--- config.mk ---
export PLATFORM = sky130hd
export DESIGN_NAME = usec_tick_gen
export DESIGN_NICKNAME = d
export VERILOG_FILES = /design/src/rtl/usec_tick_pkg.sv /design/src/rtl/utk_cfg_reg.sv /design/src/rtl/utk_frac_acc.sv /design/src/rtl/utk_usec_cnt.sv /design/src/rtl/usec_tick_gen.sv
export SDC_FILE = /design/constraint.sdc
export NUM_CORES = 1
export LEC_CHECK = 0
export ABC_AREA = 1
export BUFFER_PORTS_ARGS = -buffer_cell sky130_fd_sc_hd__buf_2
export CAP_MARGIN = 20
export CORE_MARGIN = 2
export CORE_UTILIZATION = 63
export CTS_CLUSTER_SIZE = 30
export DETAILED_ROUTE_END_ITERATION = 10
export PLACE_DENSITY = 0.87
export SLEW_MARGIN = 5
export SYNTH_ARGS = -nofsm -noshare
export SYNTH_HDL_FRONTEND = slang
export SYNTH_HIERARCHICAL = 1
export SYNTH_SLANG_ARGS = --single-unit
--- constraint.sdc ---
create_clock -name clk -period 10.2 [get_ports clk]
set_clock_uncertainty 0.2 [all_clocks]
set_input_delay 0 -clock clk [delete_from_list [all_inputs] [get_ports clk]]
set_output_delay 0 -clock clk [all_outputs]
set_load 0.03 [all_outputs]
--- src/rtl/usec_tick_pkg.sv ---
package usec_tick_pkg;

    // Accumulator control states
    typedef enum logic [0:0] {
        ST_RESTART = 1'b0,
        ST_COUNT   = 1'b1
    } tick_state_e;

endpackage

--- src/rtl/utk_cfg_reg.sv ---
module utk_cfg_reg #(
    parameter int              FLD_W   = 8,
    parameter logic [2*FLD_W-1:0] RST_CFG = 16'h000B
) (
    input  logic                 clk,
    input  logic                 rst_n,
    input  logic                 wr,
    input  logic [2*FLD_W-1:0]   wdata,
    output logic [2*FLD_W-1:0]   cfg_q,
    output logic [FLD_W:0]       num,
    output logic [FLD_W:0]       den
);
    localparam int TERM_W = FLD_W + 1;

    logic [TERM_W-1:0] num_raw;

    always_ff @(posedge clk or negedge rst_n) begin
        if (!rst_n) begin
            cfg_q <= RST_CFG;
        end else if (wr) begin
            cfg_q <= wdata;
        end
    end

    // n+1 decoding of both fields, tick term clamped to the cycle term
    always_comb begin
        num_raw = {1'b0, cfg_q[2*FLD_W-1:FLD_W]} + TERM_W'(1);
        den     = {1'b0, cfg_q[FLD_W-1:0]} + TERM_W'(1);
        num     = (num_raw > den) ? den : num_raw;
    end


    cfg_load_chk: assert property (@(posedge clk) disable iff (!rst_n)
        wr |=> cfg_q == $past(wdata));


    num_clamp_chk: assert property (@(posedge clk) disable iff (!rst_n)
        (num <= den) && (num != '0));

endmodule

--- src/rtl/utk_frac_acc.sv ---
module utk_frac_acc
    import usec_tick_pkg::*;
#(
    parameter int FLD_W = 8
) (
    input  logic           clk,
    input  logic           rst_n,
    input  logic           restart,
    input  logic [FLD_W:0] num,
    input  logic [FLD_W:0] den,
    output logic           fire,
    output logic           tick
);
    localparam int ACC_W = FLD_W + 1;
    localparam int SUM_W = ACC_W + 1;

    tick_state_e       cur_st;
    tick_state_e       nxt_st;
    logic [ACC_W-1:0]  acc;
    logic [ACC_W-1:0]  acc_nxt;
    logic [SUM_W-1:0]  sum;
    logic [SUM_W-1:0]  rem;

    // State register
    always_ff @(posedge clk or negedge rst_n) begin
        if (!rst_n) begin
            cur_st <= ST_RESTART;
        end else begin
            cur_st <= nxt_st;
        end
    end

    // Next-state logic: restart, resume, run
    always_comb begin
        nxt_st = cur_st;
        if (restart) begin
            nxt_st = ST_RESTART;
        end else begin
            unique case (cur_st)
                ST_RESTART: nxt_st = ST_COUNT;
                ST_COUNT:   nxt_st = ST_COUNT;
                default:    nxt_st = ST_RESTART;
            endcase
        end
    end

    // Output / datapath logic
    always_comb begin
        sum     = {1'b0, acc} + {1'b0, num};
        rem     = sum - {1'b0, den};
        fire    = 1'b0;
        acc_nxt = '0;
        if (!restart) begin
            unique case (cur_st)
                ST_RESTART: begin
                    fire    = 1'b0;
                    acc_nxt = '0;
                end
                ST_COUNT: begin
                    if (sum >= {1'b0, den}) begin
                        fire    = 1'b1;
                        acc_nxt = rem[ACC_W-1:0];
                    end else begin
                        acc_nxt = sum[ACC_W-1:0];
                    end
                end
                default: begin
                    fire    = 1'b0;
                    acc_nxt = '0;
                end
            endcase
        end
    end

    always_ff @(posedge clk or negedge rst_n) begin
        if (!rst_n) begin
            acc  <= '0;
            tick <= 1'b0;
        end else begin
            acc  <= acc_nxt;
            tick <= fire;
        end
    end


    acc_bound_chk: assert property (@(posedge clk) disable iff (!rst_n)
        acc < den);


    restart_state_chk: assert property (@(posedge clk) disable iff (!rst_n)
        restart |=> (cur_st == ST_RESTART) && (acc == '0));


    restart_quiet_chk: assert property (@(posedge clk) disable iff (!rst_n)
        (cur_st == ST_RESTART) |=> !tick);


    every_cycle_chk: assert property (@(posedge clk) disable iff (!rst_n)
        (cur_st == ST_COUNT && !restart && num == den) |=> tick);

endmodule

--- src/rtl/utk_usec_cnt.sv ---
module utk_usec_cnt #(
    parameter int CNT_W = 32
) (
    input  logic             clk,
    input  logic             rst_n,
    input  logic             inc,
    output logic [CNT_W-1:0] count
);
    always_ff @(posedge clk or negedge rst_n) begin
        if (!rst_n) begin
            count <= '0;
        end else if (inc) begin
            count <= count + CNT_W'(1);
        end
    end


    cnt_step_chk: assert property (@(posedge clk) disable iff (!rst_n)
        inc |=> count == $past(count) + CNT_W'(1));


    cnt_hold_chk: assert property (@(posedge clk) disable iff (!rst_n)
        !inc |=> $stable(count));


    cnt_wrap_chk: assert property (@(posedge clk) disable iff (!rst_n)
        (inc && (&count)) |=> count == '0);

endmodule

--- src/rtl/usec_tick_gen.sv ---
module usec_tick_gen #(
    parameter int          FLD_W   = 8,
    parameter int          CNT_W   = 32,
    parameter logic [15:0] RST_CFG = 16'h000B
) (
    input  logic             clk,
    input  logic             rst_n,
    input  logic             cfg_wr,
    input  logic [15:0]      cfg_wdata,
    output logic [15:0]      cfg_q,
    output logic             tick,
    output logic [CNT_W-1:0] usec_count
);
    localparam int CFG_W = 2 * FLD_W;

    logic [FLD_W:0] num;
    logic [FLD_W:0] den;
    logic           fire;

    utk_cfg_reg #(
        .FLD_W   (FLD_W),
        .RST_CFG (RST_CFG[CFG_W-1:0])
    ) u_cfg (
        .clk   (clk),
        .rst_n (rst_n),
        .wr    (cfg_wr),
        .wdata (cfg_wdata[CFG_W-1:0]),
        .cfg_q (cfg_q[CFG_W-1:0]),
        .num   (num),
        .den   (den)
    );

    generate
        if (CFG_W < 16) begin : g_pad
            assign cfg_q[15:CFG_W] = '0;
        end
    endgenerate

    utk_frac_acc #(
        .FLD_W (FLD_W)
    ) u_acc (
        .clk     (clk),
        .rst_n   (rst_n),
        .restart (cfg_wr),
        .num     (num),
        .den     (den),
        .fire    (fire),
        .tick    (tick)
    );

    utk_usec_cnt #(
        .CNT_W (CNT_W)
    ) u_cnt (
        .clk   (clk),
        .rst_n (rst_n),
        .inc   (fire),
        .count (usec_count)
    );


    tick_count_chk: assert property (@(posedge clk) disable iff (!rst_n)
        tick |-> usec_count != $past(usec_count));


    keep_count_chk: assert property (@(posedge clk) disable iff (!rst_n)
        cfg_wr |=> $stable(usec_count));

endmodule

# Yosys cells after proc, flatten, opt, wreduce, memory -nomap -nowiden
# Cells that the tools add are included.
# totals
regBits	59
output_inout_bits	49
wordCells	21
# classes
addsub	5
n_lt_le_gt_ge	2
n_mux	8
bitwise	1
# op_table
op	n
$add A32 B1 Y32 const B	1
$mux W9	3
$add A8 B1 Y9 const B	2
$pmux W9 S2	1
$add A9 B9 Y10	1
$ge A10 B9 Y1	1
$gt A9 B9 Y1	1
$sub A9 B9 Y9	1
$mux W1	3
$pmux W1 S2	1
$not A1 Y1	1

# Longest topological paths before layout
# depth
depth_word	8
ltp_mapped	41
ltp_nobuf	41

# Hierarchy
# Netlist, hierarchy kept.
# by_module_without_submodules
module	n_inst	cells_per_inst	area_each_um2
utk_usec_cnt	1	229	1761.7
utk_frac_acc	1	210	1405.1
utk_cfg_reg	1	175	1312.5

# Least setup slack after synthesis
# OpenSTA, ideal clock, no wires.
# synth_path
path_kind	register to register
start	register u_cfg.cfg_q[1]
end	register u_cnt.count[29]
setup_ps	118
arrival_time_ps	5096
t_required_ps	9882
path_slack_ps	4786
path_stages_with_launch	39
n_path_buf	0
synth_period_minus_slack_ps	5414
path_cell_list	dfstp_2 -> ha_1 -> nand3_2 -> nor2_2 -> nand2_2 -> nor3_4 -> inv_1 -> ha_1 -> a21o_1 -> nor2_1 -> nand3_4 -> nand2_4 -> nand2_1 -> nand2_1 -> ha_1 -> inv_1 -> fa_1 -> inv_1 -> (+3 left out) -> nand3_1 -> nand2_1 -> ha_1 -> inv_1 -> nor2_1 -> nand3b_1 -> nand2_1 -> inv_1 -> nand3_4 -> nand2_1 -> inv_1 -> inv_2 -> nor2_2 -> nand3_2 -> nor2_4 -> nand2_1 -> nand2_1 -> nand2_1
# synth_between
elab_chain_len	8
# synth_rtl
item	line	text
start, declared	utk_cfg_reg.sv:9	output logic [2*FLD_W-1:0] cfg_q,
start signal, assigned	utk_cfg_reg.sv:21	cfg_q <= wdata;
$add A8 B1 Y9	utk_cfg_reg.sv:28	den = {1'b0, cfg_q[FLD_W-1:0]} + TERM_W'(1);
net den[8]	usec_tick_gen.sv:17	logic [FLD_W:0] den;
$gt A9 B9 Y1	utk_cfg_reg.sv:29	num = (num_raw > den) ? den : num_raw;
$mux W9	utk_cfg_reg.sv:29	
net num[0]	usec_tick_gen.sv:16	logic [FLD_W:0] num;
$add A9 B9 Y10	utk_frac_acc.sv:49	sum = {1'b0, acc} + {1'b0, num};
$ge A10 B9 Y1	utk_frac_acc.sv:60	if (sum >= {1'b0, den}) begin
$mux W1	utk_frac_acc.sv:60	
$pmux W1 S2	utk_frac_acc.sv:54	unique case (cur_st)
$mux W1	utk_frac_acc.sv:53	if (!restart) begin
net fire	usec_tick_gen.sv:18	logic fire;
end signal, assigned	utk_usec_cnt.sv:13	count <= count + CNT_W'(1);
end, declared	utk_usec_cnt.sv:7	output logic [CNT_W-1:0] count
# The timed path passes the listed nets, and every way through them passes these cells.
# A chain may end at the register's enable or synchronous reset.

# Final worst setup path
# layout_path
start	register u_cfg.cfg_q[1]
end	register u_cnt.count[23]
# The elaborated chain is that of the path after synthesis.

==> impl_metrics.toml <==
[outcome]
status = "complete, no violations"

[global_route]
grt_pass1_vias = 4751
gr-total-overflow = 0
antenna_found_initial = 1
grt_pass1_wl_mm = 23.03
grt_usage_pct = 39.20
grt_max_degree = 60

[timing]
finalMaxSlewViolations = 0
setup_tns_ns = 0
fin_crit_ns = 6.313
rsz0062_at_grt = "false"
slew_headroom_pct = 48.93
tightest_slew_ns = 0.7660
post-route-period-util_pct = 61.89
setup_violations = 0
setup_ws_ns = 3.887
fmax_mhz = 158.4
finalHoldViolCount = 0

[clock_network]
clockBufferDepth = 2
cts-hold-fix-buffers = 41
clock-sinks = 59
clock_tree.root_cell = "clkbuf_8"
cts_resized = 0
path_clk_slew_ns = 0.09
cts_tree = "built"
htree_num_levels = 3
cts_setup_buffers = 0
numCtsBuffers = 9
clkLatencyLatePin_ns = 0.37

[setup_path]
worst-setup-path-type = "flop to flop"
slowest_stage = "dfstp_2"
path_max_fanout = 10
rrSetupSlack_ns = 3.89
startpoint_type = "flop"
critPathCaptureType = "flop"
critPathArrivalTime_ns = 6.36
max_stage_delay_ns = 0.60
critPathRequiredTime_ns = 10.25
crit_top_cell = "nand2_1"

[drt]
vias_per_cell = 5.830
routed-wl-met2_mm = 7.071
drt-total-wl_mm = 14.23
vias = 4856
maxUsedRoutingLayer = "met4"
ant_nets = 0
drc = 0
drt_iter0_drc = 563
wl_met1_mm = 5.057
route.met3.wl_mm = 1.149
wl_per_cell_um = 17.08
firstDrtPassIters = 6

[synth]
yosysSeqAreaShare_pct = 33.04
yosys_warnings = 6
synth_seq_cells = 59
syn_area_um2 = 4479
synthCells = 614
postSynthAreaPerCell_um2 = 7.295
synth-edff-count = 0
syn_nets = 666
async_reset_ff_share_pct = 100.0
synth.distinct_cells = 35
synth_ff_type = "dfrtp_1"

[placed_design]
dpl.hpwl_mm = 8.625
portBuffers = 67
routabilityCongestion = 0.9249
dpl.cell_count = 774
dpl_cell_area_um2 = 4925
pre_cts_slack_ns = 4.243

[power_and_ir_drop]
power_density_nw_per_um2 = 198.0
ir_worst_vdd_v = 0.0001454
p_leak_nw = 2.966

[layout]
nets = 783
layout.cells.non_filler = 833
syn_to_final_growth_pct = 23.44
final_area_um2 = 5529
drive_gt1_share_pct = 18.75

[floorplan]
die_area_um2 = 7800
coreArea_um2 = 6832
start_util_pct = 65.57
ios = 68
rows = 30
die_x_um = 88.32
die_height_um = 88.32

[run]
maxCapViolCount = 0

[worst_hold_path]
min_path_type = "input pin to async pin"
-- per-layer routing --
| layer | global-route usage (%) | vias to the layer above |
|---|---|---|
| met1 | 44.29 | 2259 |
| met4 | 25.34 | 0 |
| li1 | - | 2188 |
| met3 | 7.929 | 89 |
| met5 | 0 | - |
| met2 | 67.26 | 320 |
-- registers in the layout, summed over array words and instances (netlist names) --
signal and cells:
u_cfg/cfg_q 16, u_acc/cur_st 1, u_acc/acc 9, u_cnt/count 32, u_acc/tick 1
-- worst max-delay path, delay by kind of cell (launching register included) --
family | cells | cell delay [ns]
AOI/OAI and AO/OA | 1 | 0.19
xor gates and xnor gates | 1 | 0.13
adders and majority gates | 5 | 1.52
buffers and inverters | 7 | 0.71
DFF | 1 | 0.60
and+or+nand+nor | 23 | 2.84
-- final cells by class --
type | instances | area, um2
Inverter | 97 | 364.1
Tap cell | 96 | 120.1
Fill cell | 459 | 1303
Clock inverter | 7 | 60.06
Timing Repair Buffer | 110 | 760.7
Antenna cell | 1 | 2.502
Sequential cell | 59 | 1480
Multi-Input combinational cell | 454 | 2618
Clock buffer | 9 | 123.9
-- cells in the final DEF, fill, tap and decap left out, drive strengths merged --
cell	Yosys	final
clkbuf	1	9
nand2	208	208
nand3	53	53
ha	31	31
and2	2	2
xnor2	10	10
nand4	17	17
dlygate4sd3	0	41
clkinvlp	0	3
nor2	59	59
o21ai	13	13
clkinv	0	1
nor4	1	1
xor2	22	22
fa	2	2
a21o	1	1
mux2	4	4
diode	0	1
dfrtp	56	56
o21a	1	1
nand3b	15	15
inv	97	100
dfstp	3	3
a21oi	12	12
nor3	3	3
buf	3	69
-- per-stage QoR --
stage	util [%]	hold WS, ns	power, W
2_1_floorplan	-	-0.4956	0.0006932
3_3_place_gp	72.09	-0.007761	0.0007906
3_5_place_dp	72.09	0.002733	0.0008144
4_1_cts	80.79	0.1546	0.001035
5_1_grt	80.93	0.2098	0.001154
6_report	80.93	0.1132	0.001095
-- worst paths after layout --
kind,from,endpoint,depth (start not counted)
worst max-delay path,u_cfg/cfg_q[1],u_cnt/count[23],37
worst min-delay path,rst_n,u_cnt/count[2],3
worst max register to register,u_cfg/cfg_q[1],u_cnt/count[23],37
worst min register to register,u_cnt/count[10],u_cnt/count[10],1
max in group asynchronous,rst_n,u_acc/acc[8],3
min in group clk,cfg_wdata[9],u_cfg/cfg_q[9],3
-- power by group --
group          total, W  internal (W)  switching (W)  leakage, nW
clock          0.000215     0.0000919       0.000123       0.0844
combinational  0.000592      0.000203       0.000389         2.11
sequential     0.000288      0.000261      0.0000274        0.773
-- cell usage after synthesis (2+ instances only) --
cell	n	area, um2
mux2_2	4	45.04
nand3_1	46	230.2
nand4_1	16	100.1
ha_1	31	387.9
nand2_2	10	62.56
dfstp_2	3	78.83
buf_2	2	10.01
nand2_1	197	739.5
fa_1	2	40.04
xor2_1	22	192.7
nand3_2	4	40.04
dfrtp_1	56	1401
xnor2_1	10	87.58
and2_1	2	12.51
nor2_2	10	62.56
inv_1	90	337.8
nand3_4	3	52.55
a21oi_2	2	17.52
a21oi_1	9	45.04
inv_2	7	26.28
nor3_1	2	10.01
o21ai_0	12	60.06
nor2_1	44	165.2
nand3b_1	15	112.6
nor2_4	5	56.30
-- cells by family after synthesis --
logic type / share of synthesized area, %
AO/OA/AOI/OAI: 3.548
buffers and inverters: 8.519
adder cells (fa/ha/maj): 9.553
flip-flops: 33.04
AND/OR/NAND/NOR: 38.07
XOR/XNOR: 6.257
multiplexers: 1.006
Power figures use the tool's default switching activity.
